<file path="src/rtl/bwz_pkg.sv">
// Shared constants for the zoned bandwidth monitor: register map, zone
// count, per-zone field width and the hit-counter action codes.
package bwz_pkg;
    localparam int NUM_ZONES = 4;
    localparam int FIELD_W   = 8;

    localparam logic [7:0] A_CTRL     = 8'h00;
    localparam logic [7:0] A_RESTART  = 8'h04;
    localparam logic [7:0] A_WINLEN   = 8'h08;
    localparam logic [7:0] A_THR_LO   = 8'h0C;
    localparam logic [7:0] A_THR_MID  = 8'h10;
    localparam logic [7:0] A_THR_HI   = 8'h14;
    localparam logic [7:0] A_ACTION   = 8'h18;
    localparam logic [7:0] A_LIMIT    = 8'h1C;
    localparam logic [7:0] A_STATUS   = 8'h20;
    localparam logic [7:0] A_ACK      = 8'h24;
    localparam logic [7:0] A_IRQEN    = 8'h28;
    localparam logic [7:0] A_MAX_BASE = 8'h30;

    typedef enum logic [1:0] {
        ACT_KEEP  = 2'd0,
        ACT_CLEAR = 2'd1,
        ACT_BUMP  = 2'd2,
        ACT_RSVD  = 2'd3
    } hit_action_e;

    typedef logic [1:0] zone_idx_t;
endpackage

</file>
<file path="src/rtl/bwz_window.sv">
// Window timer and byte accumulator.
// Counts reference ticks while enabled and flags the cycle in which a window
// closes. Accumulates transfer bytes with saturation and presents the count
// in units of 2**UNIT_SH bytes.
// Assumes: UNIT_SH + CNT_W >= BYTES_W; restart has priority over a close.
module bwz_window #(
    parameter int WIN_W   = 24,
    parameter int BYTES_W = 16,
    parameter int CNT_W   = 12,
    parameter int UNIT_SH = 16
) (
    input  logic               clk,
    input  logic               rst_n,
    input  logic               enable,
    input  logic               ref_tick,
    input  logic [WIN_W-1:0]   win_len,
    input  logic               xfer_valid,
    input  logic [BYTES_W-1:0] xfer_bytes,
    input  logic               restart,
    output logic               boundary,
    output logic [CNT_W-1:0]   win_count
);
    localparam int ACC_W = CNT_W + UNIT_SH;

    logic [WIN_W-1:0] tick_cnt;
    logic [WIN_W:0]   tick_next;
    logic [ACC_W-1:0] acc;
    logic [ACC_W-1:0] add_ext;
    logic [ACC_W:0]   acc_sum;
    logic [ACC_W-1:0] acc_sat;
    logic             tick_go;

    // Decide whether this tick closes the window.
    always_comb begin
        tick_go   = enable & ref_tick;
        tick_next = {1'b0, tick_cnt} + {{WIN_W{1'b0}}, 1'b1};
        boundary  = tick_go & (win_len != '0) & ~restart
                  & (tick_next >= {1'b0, win_len});
    end

    // Form the saturating sum of the accumulator and this cycle's bytes.
    always_comb begin
        add_ext = (enable & xfer_valid)
                ? {{(ACC_W-BYTES_W){1'b0}}, xfer_bytes} : '0;
        acc_sum = {1'b0, acc} + {1'b0, add_ext};
        acc_sat = acc_sum[ACC_W] ? {ACC_W{1'b1}} : acc_sum[ACC_W-1:0];
    end

    assign win_count = acc[ACC_W-1 -: CNT_W];

    // Advance the tick counter and accumulator; restart wins over everything.
    always_ff @(posedge clk) begin
        if (!rst_n || restart) begin
            tick_cnt <= '0;
            acc      <= '0;
        end else if (boundary) begin
            tick_cnt <= '0;
            acc      <= add_ext;
        end else begin
            if (tick_go) begin
                tick_cnt <= tick_next[WIN_W-1:0];
            end
            acc <= acc_sat;
        end
    end
endmodule

</file>
<file path="src/rtl/bwz_zone_engine.sv">
// Zone classifier and per-zone bookkeeping.
// At a window close: picks the zone, applies that zone's action byte to every
// hit counter, raises status where a bumped counter meets its limit, and
// updates the zone maximum. Status bits are write-one-to-clear; a set in the
// same cycle as a clear is kept.
// Assumes: clear_all is only asserted together with a cancelled close.
module bwz_zone_engine
    import bwz_pkg::*;
#(
    parameter int CNT_W = 12
) (
    input  logic                          clk,
    input  logic                          rst_n,
    input  logic                          boundary,
    input  logic [CNT_W-1:0]              win_count,
    input  logic [CNT_W-1:0]              thr_lo,
    input  logic [CNT_W-1:0]              thr_mid,
    input  logic [CNT_W-1:0]              thr_hi,
    input  logic [NUM_ZONES*FIELD_W-1:0]  actions,
    input  logic [NUM_ZONES*FIELD_W-1:0]  limits,
    input  logic                          clear_all,
    input  logic [NUM_ZONES-1:0]          ack_mask,
    output logic [NUM_ZONES-1:0]          status,
    output logic [NUM_ZONES*CNT_W-1:0]    zone_max
);
    localparam logic [FIELD_W-1:0] HIT_TOP = {FIELD_W{1'b1}};

    zone_idx_t          cur_zone;
    logic [FIELD_W-1:0] act_sel;

    // Classify the closing window; equality falls into the upper zone.
    always_comb begin
        if (win_count < thr_lo)       cur_zone = 2'd0;
        else if (win_count < thr_mid) cur_zone = 2'd1;
        else if (win_count < thr_hi)  cur_zone = 2'd2;
        else                          cur_zone = 2'd3;
        act_sel = actions[cur_zone*FIELD_W +: FIELD_W];
    end

    for (genvar t = 0; t < NUM_ZONES; t++) begin : g_zone
        hit_action_e        code;
        logic               bump;
        logic               wipe;
        logic               fire;
        logic [FIELD_W-1:0] hit_q;
        logic [FIELD_W-1:0] hit_d;
        logic [FIELD_W-1:0] lim;
        logic [CNT_W-1:0]   max_q;

        // Work out the next hit count and whether the limit is met.
        always_comb begin
            code  = hit_action_e'(act_sel[2*t +: 2]);
            bump  = boundary & (code == ACT_BUMP);
            wipe  = boundary & (code == ACT_CLEAR);
            lim   = limits[t*FIELD_W +: FIELD_W];
            if (bump)      hit_d = (hit_q == HIT_TOP) ? hit_q : hit_q + 1'b1;
            else if (wipe) hit_d = '0;
            else           hit_d = hit_q;
            fire  = bump & (lim != HIT_TOP) & (hit_d >= lim);
        end

        // Hold the hit counter of this zone.
        always_ff @(posedge clk) begin
            if (!rst_n || clear_all) hit_q <= '0;
            else                     hit_q <= hit_d;
        end

        // Latch the status bit; a new event outranks an acknowledge.
        always_ff @(posedge clk) begin
            if (!rst_n) status[t] <= 1'b0;
            else        status[t] <= fire | (status[t] & ~ack_mask[t]);
        end

        // Track the largest count seen in this zone.
        always_ff @(posedge clk) begin
            if (!rst_n || clear_all) begin
                max_q <= '0;
            end else if (boundary && (cur_zone == zone_idx_t'(t))
                         && (win_count > max_q)) begin
                max_q <= win_count;
            end
        end

        assign zone_max[t*CNT_W +: CNT_W] = max_q;
    end
endmodule

</file>
<file path="src/rtl/bwz_regs.sv">
// Register file and read mux.
// Holds configuration, decodes the write-only restart and acknowledge
// registers into one-cycle strobes, and returns read data combinationally.
// Assumes: aligned 32-bit accesses; unmapped and write-only addresses read 0.
module bwz_regs
    import bwz_pkg::*;
#(
    parameter int WIN_W = 24,
    parameter int CNT_W = 12
) (
    input  logic                         clk,
    input  logic                         rst_n,
    input  logic                         reg_we,
    input  logic [7:0]                   reg_addr,
    input  logic [31:0]                  reg_wdata,
    output logic [31:0]                  reg_rdata,
    input  logic [NUM_ZONES-1:0]         status,
    input  logic [NUM_ZONES*CNT_W-1:0]   zone_max,
    output logic                         ctrl_en,
    output logic [WIN_W-1:0]             win_len,
    output logic [CNT_W-1:0]             thr_lo,
    output logic [CNT_W-1:0]             thr_mid,
    output logic [CNT_W-1:0]             thr_hi,
    output logic [NUM_ZONES*FIELD_W-1:0] actions,
    output logic [NUM_ZONES*FIELD_W-1:0] limits,
    output logic [NUM_ZONES-1:0]         irq_en,
    output logic                         restart,
    output logic                         clear_all,
    output logic [NUM_ZONES-1:0]         ack_mask
);
    logic hit_restart;
    logic hit_ack;

    // Decode the strobe registers.
    always_comb begin
        hit_restart = reg_we & (reg_addr == A_RESTART);
        hit_ack     = reg_we & (reg_addr == A_ACK);
        restart     = hit_restart & (reg_wdata[0] | reg_wdata[1]);
        clear_all   = hit_restart & reg_wdata[1];
        ack_mask    = hit_ack ? reg_wdata[NUM_ZONES-1:0] : '0;
    end

    // Store the configuration registers.
    always_ff @(posedge clk) begin
        if (!rst_n) begin
            ctrl_en <= 1'b0;
            win_len <= '0;
            thr_lo  <= '0;
            thr_mid <= '0;
            thr_hi  <= '0;
            actions <= '0;
            limits  <= '1;
            irq_en  <= '0;
        end else if (reg_we) begin
            case (reg_addr)
                A_CTRL:    ctrl_en <= reg_wdata[0];
                A_WINLEN:  win_len <= reg_wdata[WIN_W-1:0];
                A_THR_LO:  thr_lo  <= reg_wdata[CNT_W-1:0];
                A_THR_MID: thr_mid <= reg_wdata[CNT_W-1:0];
                A_THR_HI:  thr_hi  <= reg_wdata[CNT_W-1:0];
                A_ACTION:  actions <= reg_wdata[NUM_ZONES*FIELD_W-1:0];
                A_LIMIT:   limits  <= reg_wdata[NUM_ZONES*FIELD_W-1:0];
                A_IRQEN:   irq_en  <= reg_wdata[NUM_ZONES-1:0];
                default:   ;
            endcase
        end
    end

    // Return read data for the addressed register.
    always_comb begin
        reg_rdata = '0;
        case (reg_addr)
            A_CTRL:    reg_rdata = {31'd0, ctrl_en};
            A_WINLEN:  reg_rdata = {{(32-WIN_W){1'b0}}, win_len};
            A_THR_LO:  reg_rdata = {{(32-CNT_W){1'b0}}, thr_lo};
            A_THR_MID: reg_rdata = {{(32-CNT_W){1'b0}}, thr_mid};
            A_THR_HI:  reg_rdata = {{(32-CNT_W){1'b0}}, thr_hi};
            A_ACTION:  reg_rdata = actions;
            A_LIMIT:   reg_rdata = limits;
            A_STATUS:  reg_rdata = {{(32-NUM_ZONES){1'b0}}, status};
            A_IRQEN:   reg_rdata = {{(32-NUM_ZONES){1'b0}}, irq_en};
            default: begin
                for (int z = 0; z < NUM_ZONES; z++) begin
                    if (reg_addr == A_MAX_BASE + 8'(4*z)) begin
                        reg_rdata = {{(32-CNT_W){1'b0}}, zone_max[z*CNT_W +: CNT_W]};
                    end
                end
            end
        endcase
    end
endmodule

</file>
<file path="src/rtl/bw_zone_monitor.sv">
// Top of the zoned bandwidth monitor.
// Wires the register file, window timer/accumulator and zone engine, and
// drives the interrupt from enabled status bits.
// Assumes: UNIT_BYTES is a power of two and covers BYTES_W with the count.
module bw_zone_monitor
    import bwz_pkg::*;
#(
    parameter int WIN_W      = 24,
    parameter int BYTES_W    = 16,
    parameter int UNIT_BYTES = 65536,
    parameter int CNT_W      = 12
) (
    input  logic               clk,
    input  logic               rst_n,
    input  logic               ref_tick,
    input  logic               xfer_valid,
    input  logic [BYTES_W-1:0] xfer_bytes,
    input  logic               reg_we,
    input  logic [7:0]         reg_addr,
    input  logic [31:0]        reg_wdata,
    output logic [31:0]        reg_rdata,
    output logic               irq
);
    localparam int UNIT_SH = $clog2(UNIT_BYTES);

    logic                         ctrl_en;
    logic [WIN_W-1:0]             win_len;
    logic [CNT_W-1:0]             thr_lo;
    logic [CNT_W-1:0]             thr_mid;
    logic [CNT_W-1:0]             thr_hi;
    logic [NUM_ZONES*FIELD_W-1:0] actions;
    logic [NUM_ZONES*FIELD_W-1:0] limits;
    logic [NUM_ZONES-1:0]         irq_en;
    logic                         restart;
    logic                         clear_all;
    logic [NUM_ZONES-1:0]         ack_mask;
    logic [NUM_ZONES-1:0]         status;
    logic [NUM_ZONES*CNT_W-1:0]   zone_max;
    logic                         boundary;
    logic [CNT_W-1:0]             win_count;

    bwz_regs #(.WIN_W(WIN_W), .CNT_W(CNT_W)) u_regs (
        .clk       (clk),
        .rst_n     (rst_n),
        .reg_we    (reg_we),
        .reg_addr  (reg_addr),
        .reg_wdata (reg_wdata),
        .reg_rdata (reg_rdata),
        .status    (status),
        .zone_max  (zone_max),
        .ctrl_en   (ctrl_en),
        .win_len   (win_len),
        .thr_lo    (thr_lo),
        .thr_mid   (thr_mid),
        .thr_hi    (thr_hi),
        .actions   (actions),
        .limits    (limits),
        .irq_en    (irq_en),
        .restart   (restart),
        .clear_all (clear_all),
        .ack_mask  (ack_mask)
    );

    bwz_window #(
        .WIN_W(WIN_W), .BYTES_W(BYTES_W), .CNT_W(CNT_W), .UNIT_SH(UNIT_SH)
    ) u_window (
        .clk        (clk),
        .rst_n      (rst_n),
        .enable     (ctrl_en),
        .ref_tick   (ref_tick),
        .win_len    (win_len),
        .xfer_valid (xfer_valid),
        .xfer_bytes (xfer_bytes),
        .restart    (restart),
        .boundary   (boundary),
        .win_count  (win_count)
    );

    bwz_zone_engine #(.CNT_W(CNT_W)) u_engine (
        .clk       (clk),
        .rst_n     (rst_n),
        .boundary  (boundary),
        .win_count (win_count),
        .thr_lo    (thr_lo),
        .thr_mid   (thr_mid),
        .thr_hi    (thr_hi),
        .actions   (actions),
        .limits    (limits),
        .clear_all (clear_all),
        .ack_mask  (ack_mask),
        .status    (status),
        .zone_max  (zone_max)
    );

    assign irq = |(status & irq_en);
endmodule

</file>
<file path="config.mk">
export PLATFORM = sky130hd
export DESIGN_NAME = bw_zone_monitor
export DESIGN_NICKNAME = d
export VERILOG_FILES = /design/src/rtl/bwz_pkg.sv /design/src/rtl/bwz_window.sv /design/src/rtl/bwz_zone_engine.sv /design/src/rtl/bwz_regs.sv /design/src/rtl/bw_zone_monitor.sv
export SDC_FILE = /design/constraint.sdc
export NUM_CORES = 1
export LEC_CHECK = 0
export ABC_AREA = 1
export BUFFER_PORTS_ARGS = -buffer_cell sky130_fd_sc_hd__buf_2
export CAP_MARGIN = 20
export CORE_MARGIN = 2
export CORE_UTILIZATION = 55
export CTS_CLUSTER_SIZE = 16
export DETAILED_ROUTE_END_ITERATION = 16
export HOLD_SLACK_MARGIN = 0.1
export PLACE_DENSITY = 0.76
export SYNTH_ARGS = -nofsm -noshare
export SYNTH_HDL_FRONTEND = slang
export SYNTH_SLANG_ARGS = --single-unit
</file>
<file path="constraint.sdc">
create_clock -name clk -period 3.9 [get_ports clk]
set_input_delay 0.195 -clock clk [delete_from_list [all_inputs] [get_ports clk]]
set_output_delay 0.195 -clock clk [all_outputs]
set_load 0.02 [all_outputs]
</file>
Yosys cells after proc, flatten, opt, wreduce, memory -nomap -nowiden
Index checks and enable logic that the tools add are counted.
{ "op_classes": {"shift": 1, "n_reduce_logical": 24, "order_cmp": 12, "n_addsub": 6, "bitwise_logic": 40, "n_eq_ne": 33, "n_mux": 24} }
{ "op_table": {"columns": ["operator", "count"], "rows": [
  ["case mux 32 bit (9 select lines)", 1],
  ["two-way mux 8 bit", 12],
  ["equality test 8 x 6 -> 1 bit, second input constant", 7],
  ["two-way mux 28 bit", 2],
  ["> comparator 12 bit", 4],
  ["two-way mux 12 bit", 4],
  ["< comparator 12 bit", 3],
  ["adder 8 x 1 -> 8 bit, second input constant", 4],
  ["equality test 8 x 5 -> 1 bit, second input constant", 4],
  ["equality test 8 bit, second input constant", 4],
  [">= comparator 8 bit", 4],
  ["!= test 8 bit, second input constant", 4],
  ["variable part select 32 x 6 -> 8 bit", 1],
  ["adder 28 x 28 -> 29 bit", 1],
  ["bitwise AND 1 bit", 29],
  ["adder 24 x 1 -> 25 bit, second input constant", 1],
  [">= comparator 25 x 24 -> 1 bit", 1],
  ["nonzero test 24 bit", 1],
  ["equality test 8 x 4 -> 1 bit, second input constant", 2],
  ["two-way mux 16 bit", 1],
  ["AND reduction 2 bit", 8],
  ["equality test 2 bit, second input constant", 6],
  ["equality test 2 x 1 -> 1 bit, second input constant", 5],
  ["equality test 8 x 3 -> 1 bit, second input constant", 1],
  ["13 further kinds", 30]
]} }
{ "totals": {"elab_cells": 162, "regBits": 265} }

Logic depth before layout (Yosys ltp)
Gate-level depths: netlist (run 1).
{ "logic_depth": {"word_depth": 12, "mapped_depth": 38, "mapped_depth_nobuf": 37} }

By module
A second synthesis (run 1) with hierarchy kept.
{ "hier_totals": {"cells_unflattened": 2818, "hier_area_um2": 18381.4} }
{ "by_module_without_submodules": {"columns": ["module", "cells_per_inst", "n_inst", "area_per_inst_um2", "seq_area_each_um2"], "rows": [
  ["bwz_zone_engine", 1096, 1, 7444.6, 1681.6],
  ["bwz_regs", 908, 1, 6075.8, 2582.5],
  ["bwz_window", 805, 1, 4827.1, 1041.0],
  ["bw_zone_monitor", 9, 1, 33.8, 0.0]
]} }

Worst setup path after synthesis (run 1)
OpenSTA, ideal clock, no wires.
{ "synth_path": {"path_kind": "register to register", "startpoint": "reg u_window.tick_cnt[2]", "endpoint": "reg u_engine.status[1]", "required_time_ns": 3.830, "period_less_slack_ns": 4.045, "t_arrival_ns": 3.974, "path_slack_ns": -0.145, "path_stages_with_launch": 37, "setup_time_ns": 0.070, "path_cell_list": "dfxtp_1 nand2_1 nor2_2 nand2_1 nor2_2 nand3_1 nor2_1 nand3_1 or2_1 xor2_1 inv_1 ha_1 nand2_1 nor2_1 nand2_1 nor2_1 nand2_1 nand2_1 nand2_1 nand3_1 nor2_2 nand3_2 nand2_4 inv_2 buf_6 nand2_2 nand2_1 nand2_1 nand2_1 inv_1 ha_1 nand2_1 nor2_1 nand4_1 o2111ai_1 nand3_1 a21oi_1"} }
{ "synth_via": {"elab_chain_cells": 9, "word_cells_on_any_way": 11} }
{ "synth_lines": {"columns": ["element", "line_no", "rtl"], "rows": [
  ["start: declaration", "bwz_window.sv:25", "logic [WIN_W-1:0] tick_cnt;"],
  ["start signal: assignment", "bwz_window.sv:61", "tick_cnt <= tick_next[WIN_W-1:0];"],
  ["adder 24 x 1 -> 25 bit *", "bwz_window.sv:36", "tick_next = {1'b0, tick_cnt} + {{WIN_W{1'b0}}, 1'b1};"],
  ["named net u_window.tick_next[21]", "bwz_window.sv:26", "logic [WIN_W:0] tick_next;"],
  [">= comparator 25 x 24 -> 1 bit *", "bwz_window.sv:38", "& (tick_next >= {1'b0, win_len});"],
  ["bitwise AND 1 bit *", "bwz_window.sv:38", null],
  ["bitwise AND 1 bit", "bwz_zone_engine.sv:54", "wipe = boundary & (code == ACT_CLEAR);"],
  ["two-way mux 8 bit", "bwz_zone_engine.sv:57", "else if (wipe) hit_d = '0;"],
  ["two-way mux 8 bit *", "bwz_zone_engine.sv:56", "if (bump) hit_d = (hit_q == HIT_TOP) ? hit_q : hit_q + 1'b1;"],
  ["named net u_engine.g_zone[1].hit_d[7]", "bwz_zone_engine.sv:46", "logic [FIELD_W-1:0] hit_d;"],
  [">= comparator 8 bit *", "bwz_zone_engine.sv:59", "fire = bump & (lim != HIT_TOP) & (hit_d >= lim);"],
  ["bitwise AND 1 bit *", "bwz_zone_engine.sv:59", null],
  ["OR 1 bit *", "bwz_zone_engine.sv:71", "else status[t] <= fire | (status[t] & ~ack_mask[t]);"],
  ["end signal: indexed assignment", "bwz_zone_engine.sv:71", null],
  ["end: declaration", "bwz_zone_engine.sv:23", "output logic [NUM_ZONES-1:0] status,"]
]} }
Mark *: on every way through the listed nets, which the timed path passes. The rest lies on a longest branch.
A chain may end at the register's enable or synchronous reset.

Worst setup path after layout (run 1)
{ "layout_path": {"startpoint": "reg u_window.tick_cnt[2]", "endpoint": "reg u_engine.status[3]"} }
{ "layout_via": {"elab_chain_cells": 9, "word_cells_on_any_way": 11} }
{ "layout_lines": {"columns": ["element", "line_no"], "rows": [
  ["adder 24 x 1 -> 25 bit *", "bwz_window.sv:36"],
  ["named net u_window.tick_next[21]", "bwz_window.sv:26"],
  [">= comparator 25 x 24 -> 1 bit *", "bwz_window.sv:38"],
  ["bitwise AND 1 bit *", "bwz_window.sv:38"],
  ["bitwise AND 1 bit", "bwz_zone_engine.sv:54"],
  ["two-way mux 8 bit", "bwz_zone_engine.sv:57"],
  ["two-way mux 8 bit", "bwz_zone_engine.sv:56"],
  [">= comparator 8 bit", "bwz_zone_engine.sv:59"],
  ["bitwise AND 1 bit *", "bwz_zone_engine.sv:59"],
  ["OR 1 bit *", "bwz_zone_engine.sv:71"]
]} }
Marks and branches as above.

==> summary.md, run 1 <==
| Metric | Value |
|---|---|
| Worst Setup Start Kind | `register` |
| PnR worst setup slack | `-0.340 ns` |
| Synth unique cells | `52` |
| Fin Setup TNS | `-1.08 ns` |
| CTS H-Tree Depth | `1` |
| Core Footprint | `29,600 µm²` |
| Post-Syn Area per Cell | `7.01 µm²` |
| Initial antenna violation count | `0` |
| Fmax | `0.236 GHz` |
| CTS tree | `built` |
| Pwr dens | `291 nW/µm²` |
| Mapped Nets | `2,587` |
| Ys Warns | `0` |
| Via density | `5.77` |
| # port buffers | `93` |
| TritonCTS Buffers | `30` |
| Asr flop ratio synth | `0` |
| Clk sinks | `265` |
| Final hold viol count | `0` |
| Min Tclk post-route | `roughly 4.2 ns` |
| Sequential area share after synthesis | `0.320` |
| Initial core utilization | `0.560` |
| Die W | `roughly 180 µm` |
| Ant. Diodes | `0` |
| Routed len/inst | `roughly 17 µm` |
| RSZ-0062 raised after global routing | `yes` |
| CP Data Arrival Time | `4.74 ns` |
| I/O pin total | `94` |
| Ys flop type | `dfxtp_1` |
| Relative slew margins | `0.340` |
| VDD IR max | `about 300 µV` |
| Seq cells post-synth | `265` |
| Clock root buffer | `clkbuf_16` |
| Crit path required time | `4.40 ns` |
| Critical path fanouts, max | `8` |
| Largest net degree at the start of global routing | `between 90 and 100` |
| Setup crit end kind | `register` |
| Global route total overflow | `0` |
| Setup Viol. Count Final | `4` |
| Synth area leaders | `dfxtp_1 (32%), ha_1 (12%), a21oi_1 (9.0%)` |
| Min-delay worst type | `primary input to register` |
| Slew @ Worst Pin | `about 0.99 ns` |
| Synth cell count leaders | `nand2_1 (389), inv_1 (353), a21oi_1 (298), dfxtp_1 (265), o21ai_0 (215)` |
| Final GP Congestion | `0.966` |
| Remaining routing DRC violations | `0` |
| Worst Min Path Start | `xfer_bytes[12]` |
| Clk_lat worst skew | `about 0.57 ns` |
| Max_cap viols | `0` |
| Syn Std Cell Area | `16,600 µm²` |
| Final worst-path cycle share | `1.09` |
| GRT Total Usage | `0.320` |
| 1st-iter DRT viols | `1,917` |
| Fin. max-slew vios | `0` |
| CTS clk-pin slew, worst paths | `~0.06 ns` |
| Die area | `31,600 µm²` |
| Post-Layout Inst Area | `approximately 20,000 µm²` |
| Layout cells sized above 1 | `0.156` |
| Num rows | `63` |
| Estimated wirelength of the detail-placed design | `36,600 µm` |
| Die H | `178 µm` |
| Slowest CP cell | `dfxtp_2` |
| CTS max path bufs | `3` |
| Status | `finished, violations left` |
| Cells after Synth | `about 2.4k` |
| Failing checks | `setup timing` |
| Cell mode on critical path | `nand2_1` |
| Number of synthesized flops with an enable pin | `0` |
| Top-count cell post-synth | `nand2_1` |
| P&R area growth vs syn | `20.9%` |
| First-pass GRT wire length | `around 82,000 µm` |
| Routed wire length | `51,400 µm` |
| Total Power | `5830 µW` |
| Vias in the first global route | `between 15k and 20k` |
| Yosys top cell area share | `0.320` |
| Clk_skew | `0.0144 ns` |
| FF-to-FF Start | `u_window.tick_cnt[2]` |
| Place WS | `-0.331 ns` |
| Worst Setup SP | `u_window.tick_cnt[2]` |
| Routed vias | `about 17k` |
| Final nets | `2,814` |
| Final ANT Viol Nets | `0` |
| Crit Path Class | `register to register` |
| Area after DPL | `~18,000 µm²` |
| Synth area leader | `dfxtp_1` |
| Slowest stage delay, CP | `~0.32 ns` |
| DRT Pass-1 Iters | `7` |
| Pleak | `0.00927 µW` |
placed cells by master (no fill, tap or decap), drive strengths merged, types with 2 or more instances in the layout:
| cell | instances |
|---|---|
| nand2 | 408 |
| inv | 364 |
| a21oi | 301 |
| dfxtp | 265 |
| o21ai | 243 |
| buf | 227 |
| nor2 | 193 |
| ha | 158 |
| nand3 | 101 |
| clkbuf | 47 |
| o22ai | 46 |
| dlygate4sd3 | 44 |
| nor3 | 34 |
| xor2 | 33 |
| nand4 | 25 |
| a211oi | 18 |
| xnor2 | 16 |
| o221ai | 15 |
| nor4 | 13 |
| o211ai | 11 |
| clkinv | 8 |
| o21a | 6 |
| a31oi | 6 |
| o2111ai | 6 |
| or2 | 5 |
| a221oi | 4 |
| and3 | 3 |
| nand3b | 3 |
| a21o | 2 |
| bufinv | 2 |
report_power, final:
group | leakage, µW | switching [µW] | internal, µW
Sequential | 0.00214 | 1.59 | 2710
Combinational | 0.00665 | 166 | 96.9
Clock | 0.000483 | 1150 | 1710
Total | 0.00927 | 1320 | 4520
through the flow:
| step | cells | hold slack (ns) | utilization |
|---|---|---|---|
| 6_report | 3005 | 0.0860 | 0.677 |
| 5_1_grt | 3005 | 0.146 | 0.677 |
| 4_1_cts | 2995 | 0.105 | 0.666 |
| 3_5_place_dp | 2890 | 0.435 | 0.611 |
| 3_3_place_gp | 2890 | 0.423 | 0.611 |
| 2_1_floorplan | 2367 | 0.321 | - |
kinds of logic (layout without fill, tap and decap cells):
| family | count (synthesis) | in the layout | share of synthesized area |
|---|---|---|---|
| compound gates | 662 | 662 | 0.219 |
| xor+xnor | 49 | 49 | 0.0259 |
| fa+ha+maj | 159 | 159 | 0.120 |
| buf+inv | 446 | 693 | 0.106 |
| flops | 265 | 265 | 0.320 |
| mux | 1 | 1 | 0.000603 |
| simple gates | 785 | 786 | 0.208 |
critical path: cells and delay by family (launching register included):
| family | cells | cell delay, ns |
|---|---|---|
| adder cells (fa/ha/maj) | 2 | 0.45 |
| flip-flops | 1 | 0.32 |
| buffers and inverters | 5 | 0.54 |
| AO/OA/AOI/OAI | 4 | 0.37 |
| AND/OR/NAND/NOR | 24 | 2.29 |
| XOR/XNOR | 1 | 0.20 |
cell type report:
| class | count | area (µm²) |
|---|---|---|
| multi-input cells | 1657 | 9900 |
| fillers | 2529 | 9580 |
| flip-flops and latches | 265 | 5310 |
| repair buffers | 271 | 1970 |
| inverters | 369 | 1410 |
| clock buffers | 47 | 906 |
| well taps | 390 | 488 |
| clock inverters | 6 | 82.6 |
sequential cells by signal (all words and copies together) (netlist names), 24 cells and up:
register and count:
u_engine.g_zone.hit_q 32, u_engine.g_zone.max_q 48, u_regs.actions 32, u_regs.limits 32
u_regs.win_len 24, u_window.acc 28, u_window.tick_cnt 24
repair_timing:
action,in CTS,in global routing
buffers inserted,7,8
hold endpoints to repair,126,0
hold buffers,44,0
resized for setup,29,56
gates cloned,1,0
pin swaps,17,23
setup endpoints to repair,5,96
worst paths after layout:
| path | endpoint | slack, ns | depth (start not counted) |
|---|---|---|---|
| setup / recovery | u_engine.status[3] | -0.34 | 36 |
| hold / removal | u_window.acc[12] | 0.09 | 5 |
| setup reg to reg | u_engine.status[3] | -0.34 | 36 |
| hold reg to reg | u_engine.g_zone[2].max_q[3] | 0.47 | 2 |
per-layer routing:
metal  vias to the layer above  wire, µm  track usage
met5                         -         0            0
met4                         0      2280        0.133
met3                       153      4610       0.0443
met2                       869     23000        0.504
met1                      7937     21500        0.439
li1                       8379         -            -
(Power assumes the default switching activity.)
==> run 2, diff against run 1 <==
CORE_UTILIZATION = 45   (was 55)
PLACE_DENSITY = not set   (was 0.76)
==> summary.md, run 2 (synthesized netlist as in run 1, its figures left out) <==
| Metric | Value |
|---|---|
| PnR worst setup slack | `-0.201 ns` |
| Met3 GRT Util | `0.0309` |
| Die area | `around 38,000 µm²` |
| Relative slew margins | `0.365` |
| Initial antenna violation count | `0` |
| Core Footprint | `36,400 µm²` |
| Remaining routing DRC violations | `0` |
| Crit Path Class | `register to register` |
| Cell mode on critical path | `nor2_4` |
| Clk sinks | `between 200 and 300` |
| Most frequent cells in the layout | `nand2_1 (337), inv_1 (334), a21oi_1 (291), dfxtp_1 (257), o21ai_0 (203)` |
| Post-layout util | `0.571` |
| I/O pin total | `94` |
| Min Tclk post-route | `4.10 ns` |
| Slowest CP cell | `dfxtp_2` |
| Via density | `between 5 and 6` |
| Met1 GRT Util | `0.372` |
| GRT Total Usage | `0.266` |
| Final hold viol count | `0` |
| CTS clk-pin slew, worst paths | `0.07 ns` |
| Hold path depth | `4` |
| Setup crit end kind | `register` |
| CP Data Arrival Time | `between 4 and 5 ns` |
| Clk_skew | `~0.02 ns` |
| Vias in the first global route | `15.6k` |
| Max_cap viols | `0` |
| Most common cell after layout, fill and taps aside | `nand2_1` |
| Routed wire length | `52,700 µm` |
| Crit path required time | `4.41 ns` |
| Status | `finished, violations left` |
| Routed len/inst | `17.0 µm` |
| Slowest stage delay, CP | `roughly 0.33 ns` |
| Routed vias | `16.9k` |
| Num rows | `70` |
| Initial core utilization | `0.455` |
| Global route total overflow | `0` |
| Reg2reg path depth | `31` |
| Final ANT Viol Nets | `0` |
| Fmax | `about 0.24 GHz` |
| Pleak | `around 0.0094 µW` |
| CTS max path bufs | `3` |
| VDD IR max | `between 300 and 400 µV` |
| Final worst-path cycle share | `1.05` |
| Failing checks | `setup timing` |
| Fin cells | `3,111` |
| Max reg flops | `48` |
| Top reg by flops | `u_engine.g_zone.max_q` |
| Min Hold Slack | `0.116 ns` |
| Fin Setup TNS | `-0.665 ns` |
| Fin. max-slew vios | `0` |
| Estimated wirelength of the detail-placed design | `37,700 µm` |
| Slew @ Worst Pin | `0.943 ns` |
| Die W | `between 150 and 200 µm` |
| DRT Pass-1 Iters | `6` |
| Clk_lat worst skew | `roughly 0.58 ns` |
| CTS H-Tree Depth | `1` |
| Total Power | `around 6000 µW` |
| Min-delay worst type | `primary input to register` |
| Worst Setup Start Kind | `register` |
| Largest net degree at the start of global routing | `95` |
| Layout cells sized above 1 | `0.195` |
| # port buffers | `93` |
| Clock root buffer | `clkbuf_16` |
| Met2 GRT Util | `0.432` |
| Pwr dens | `285 nW/µm²` |
| 1st-iter DRT viols | `between 1k and 1.5k` |
| Final nets | `around 2.8k` |
| P&R area growth vs syn | `25.5%` |
| Placed cells | `2,969` |
| Setup Viol. Count Final | `5` |
| Critical path fanouts, max | `7` |
| Ant. Diodes | `0` |
| RSZ-0062 raised after global routing | `yes` |
| TritonCTS Buffers | `31` |
| Die H | `196 µm` |
| CTS tree | `built` |
| First-pass GRT wire length | `82,600 µm` |
| Fill cells | `3,454` |
| GR peak layer | `met2` |
| Final GP Congestion | `0.920` |
[run 2: cell types whose count changed in the layout (fill, tap and decap cells not counted), moves of 6 or more]
| cell | change |
|---|---|
| nand2_1 | -37 |
| buf_4 | +12 |
| inv_2 | +12 |
| ha_4 | +13 |
| nand2_4 | +6 |
| nand2_2 | +32 |
| ha_1 | -12 |
| nor2_4 | +7 |
| buf_6 | +8 |
| o21ai_0 | -6 |
| inv_1 | -14 |
| nand3_1 | -6 |
[run 2: what timing repair did]
action	4_1_cts	5_1_grt
setup endpoints to repair	4	23
pin swaps	59	64
endpoints found under the hold margin	142	0
gates resized for setup	82	117
cloned	3	0
setup buffers	27	14
hold buffers	48	0
[run 2: final timing paths]
kind,startpoint,to,slack [ns]
worst min register to register,u_regs.irq_en[1],u_regs.irq_en[1],0.47
worst max register to register,u_window.tick_cnt[0],u_engine.status[1],-0.20
worst min-delay path,xfer_bytes[1],u_window.acc[1],0.12
worst max-delay path,u_window.tick_cnt[0],u_engine.status[1],-0.20
[run 2: critical path, delay by kind of cell (launching register included)]
kind	cells	cell delay (ns)
xor+xnor	1	0.19
compound gates	2	0.20
simple gates	20	2.08
flops	1	0.33
fa+ha+maj	3	0.71
buf+inv	5	0.51
[run 2: power breakdown]
| group | leakage (µW) | internal, µW | switching, µW | total (µW) |
|---|---|---|---|---|
| clock network | 0.000508 | 1750 | 1210 | 2960 |
| logic | 0.00677 | 100 | 167 | 267 |
| registers | 0.00214 | 2710 | 1.52 | 2710 |
| total | 0.00942 | 4560 | 1380 | 5940 |
[run 2: metal layers]
| metal | routed length [µm] | part of all wire | vias to the layer above |
|---|---|---|---|
| li1 | - | - | 8430 |
| met1 | 24300 | 0.46 | 7857 |
| met2 | 23800 | 0.45 | 517 |
| met3 | 3260 | 0.062 | 89 |
| met4 | 1390 | 0.026 | 0 |
| met5 | 0 | 0 | - |
[run 2: cell type report]
cell class | count | area, µm² | share of cell area
timing repair buffer | 295 | 2190 | 0.105
clock buffer | 45 | 918 | 0.0441
inverter | 369 | 1420 | 0.0681
sequential | 265 | 5320 | 0.255
tap | 468 | 586 | 0.0281
clock inverter | 10 | 103 | 0.00493
multi-input combinational | 1659 | 10300 | 0.494
[run 2: metrics by stage]
step                      cell area, µm²  worst slack, ns
final                              20800           -0.201
after global routing               20800           -0.532
after CTS                          20300           -0.159
after detailed placement           18200           -0.355
after global placement             18200           -0.302
after floorplan                    16600          -0.0630
==> run 3, diff against run 2 <==
clock period = 4.2 ns   (was 3.9 ns; I/O delays follow)
==> summary.md, run 3 (synthesized netlist as in run 1, its figures left out) <==
| Metric | Value |
|---|---|
| Die area | `38,400 µm²` |
| Fin. max-slew vios | `0` |
| Setup crit end kind | `register` |
| First-pass GRT wire length | `~82,000 µm` |
| Max_cap viols | `0` |
| Hold path depth | `5` |
| Flip-flop and latch area | `about 5300 µm²` |
| Cell mode on critical path | `nand2_1` |
| Reg2reg path depth | `37` |
| Clock root buffer | `clkbuf_16` |
| CP Data Arrival Time | `4.61 ns` |
| P&R area growth vs syn | `20.3%` |
| Min-delay worst type | `primary input to register` |
| Slowest CP cell | `dfxtp_1` |
| Total Power | `5950 µW` |
| Pwr dens | `298 nW/µm²` |
| Final worst-path cycle share | `1.00` |
| Estimated wirelength of the detail-placed design | `37,600 µm` |
| Clk_lat worst skew | `0.53 ns` |
| Most common cell after layout, fill and taps aside | `nand2_1` |
| Die W | `around 200 µm` |
| Pleak | `0.00905 µW` |
| Final ANT Viol Nets | `0` |
| Remaining routing DRC violations | `0` |
| Final GP Congestion | `0.876` |
| VDD IR max | `226 µV` |
| Via density | `5.46` |
| Core Footprint | `~36,000 µm²` |
| Worst Setup Start Kind | `register` |
| Routed vias | `16.5k` |
| I/O pin total | `94` |
| Setup Viol. Count Final | `1` |
| Initial core utilization | `0.455` |
| Initial antenna violation count | `1` |
| FF-to-FF Start | `u_window.tick_cnt[2]` |
| Critical path fanouts, max | `6` |
| # port buffers | `93` |
| Die H | `196 µm` |
| Worst Min Path Start | `xfer_bytes[6]` |
| TritonCTS Buffers | `34` |
| Routed wire length | `between 50,000 and 60,000 µm` |
| Fmax | `0.237 GHz` |
| Fin cells | `3,020` |
| Min Hold Slack | `roughly 0.12 ns` |
| CTS clk-pin slew, worst paths | `0.06 ns` |
| Placed cells | `2,902` |
| 1st-iter DRT viols | `1,243` |
| Final nets | `approximately 2.7k` |
| Top reg by flops | `u_engine.g_zone.max_q` |
| Num rows | `70` |
| Status | `finished, violations left` |
| CTS tree | `built` |
| Largest net degree at the start of global routing | `96` |
| Layout cells sized above 1 | `0.149` |
| Worst r2r dst | `u_engine.status[0]` |
| Fill cells | `3,565` |
| Min Tclk post-route | `4.22 ns` |
| Post-layout util | `0.548` |
| Area of the multi-input gates | `between 10,000 and 15,000 µm²` |
| Crit Path Class | `register to register` |
| Clk_skew | `about 0.018 ns` |
| Failing checks | `setup timing` |
| Global route total overflow | `0` |
| CTS max path bufs | `3` |
| Vias in the first global route | `between 15k and 20k` |
| Hold Path End | `u_window.acc[6]` |
| Slew @ Worst Pin | `about 0.94 ns` |
| Post-Layout Inst Area | `20,000 µm²` |
| CTS H-Tree Depth | `2` |
| PnR worst setup slack | `-0.0178 ns` |
| Slowest stage delay, CP | `0.36 ns` |
| Relative slew margins | `0.369` |
| Final hold viol count | `0` |
| FF-to-FF setup slack | `-0.02 ns` |
| DRT Pass-1 Iters | `5` |
| Area after DPL | `17,700 µm²` |
| RSZ-0062 raised after global routing | `yes` |
| Clk sinks | `265` |
| Routed len/inst | `17.3 µm` |
| GRT Total Usage | `0.266` |
| Max reg flops | `48` |
| Crit path required time | `4.59 ns` |
| Most frequent cells in the layout | `nand2_1 (363), inv_1 (343), a21oi_1 (293), dfxtp_1 (264), o21ai_0 (205)` |
[run 3: per-stage QoR]
stage | setup TNS, ns | setup WS [ns]
final | -0.0178 | -0.0178
after global routing | -1.14 | -0.337
after CTS | 0 | 0.00394
after detailed placement | -0.300 | -0.113
after global placement | 0 | 0.0309
after floorplan | 0 | 0.155
[run 3: cell type report]
type,count,area share
antenna,1,0.000125
clock buffer,45,0.0514
clock inverter,13,0.00972
inverter,369,0.0706
multi-input combinational,1659,0.502
sequential,265,0.266
tap,468,0.0293
timing repair buffer,200,0.0710
[run 3: report_power, final]
part	leakage, µW	internal (µW)	switching [µW]
sequential	0.00214	2520	1.42
clock	0.000610	2020	1180
combinational	0.00631	81.3	153
[run 3: how the worst max path moves through the flow]
stage	cells past startpoint	slack (ns)	from	end
6_report	37	-0.02	u_window.tick_cnt[2]	u_engine.status[0]
3_5_place_dp	36	-0.11	u_window.tick_cnt[4]	u_engine.status[1]
2_1_floorplan	36	0.16	u_window.tick_cnt[2]	u_engine.status[1]
4_1_cts	34	0.004	u_window.tick_cnt[0]	u_engine.status[2]
5_1_grt	37	-0.34	u_window.tick_cnt[0]	u_engine.status[0]
3_3_place_gp	35	0.03	u_window.tick_cnt[0]	u_engine.status[1]
[run 3: repair_timing]
action / in CTS / in global routing
endpoints found under the hold margin: 77 / 0
cloned: 0 / 3
pin swaps: 0 / 57
setup endpoints to repair: 4 / 12
resized for setup: 5 / 117
hold buffers: 35 / 0
buffers inserted: 2 / 17
[run 3: per-layer routing]
layer,GRT usage,vias to the layer above,wire length (µm)
met4,0.0811,0,1450
met1,0.363,7668,23800
li1,-,8258,-
met2,0.440,470,23900
met3,0.0339,83,2930
met5,0,-,0
[run 3: worst max-delay path, delay by kind of cell, from the launching register on]
kind | cells | cell delay [ns]
buffers and inverters | 5 | 0.51
AND/OR/NAND/NOR | 26 | 2.32
AO/OA/AOI/OAI | 4 | 0.38
adder cells (fa/ha/maj) | 2 | 0.51
flip-flops | 1 | 0.36
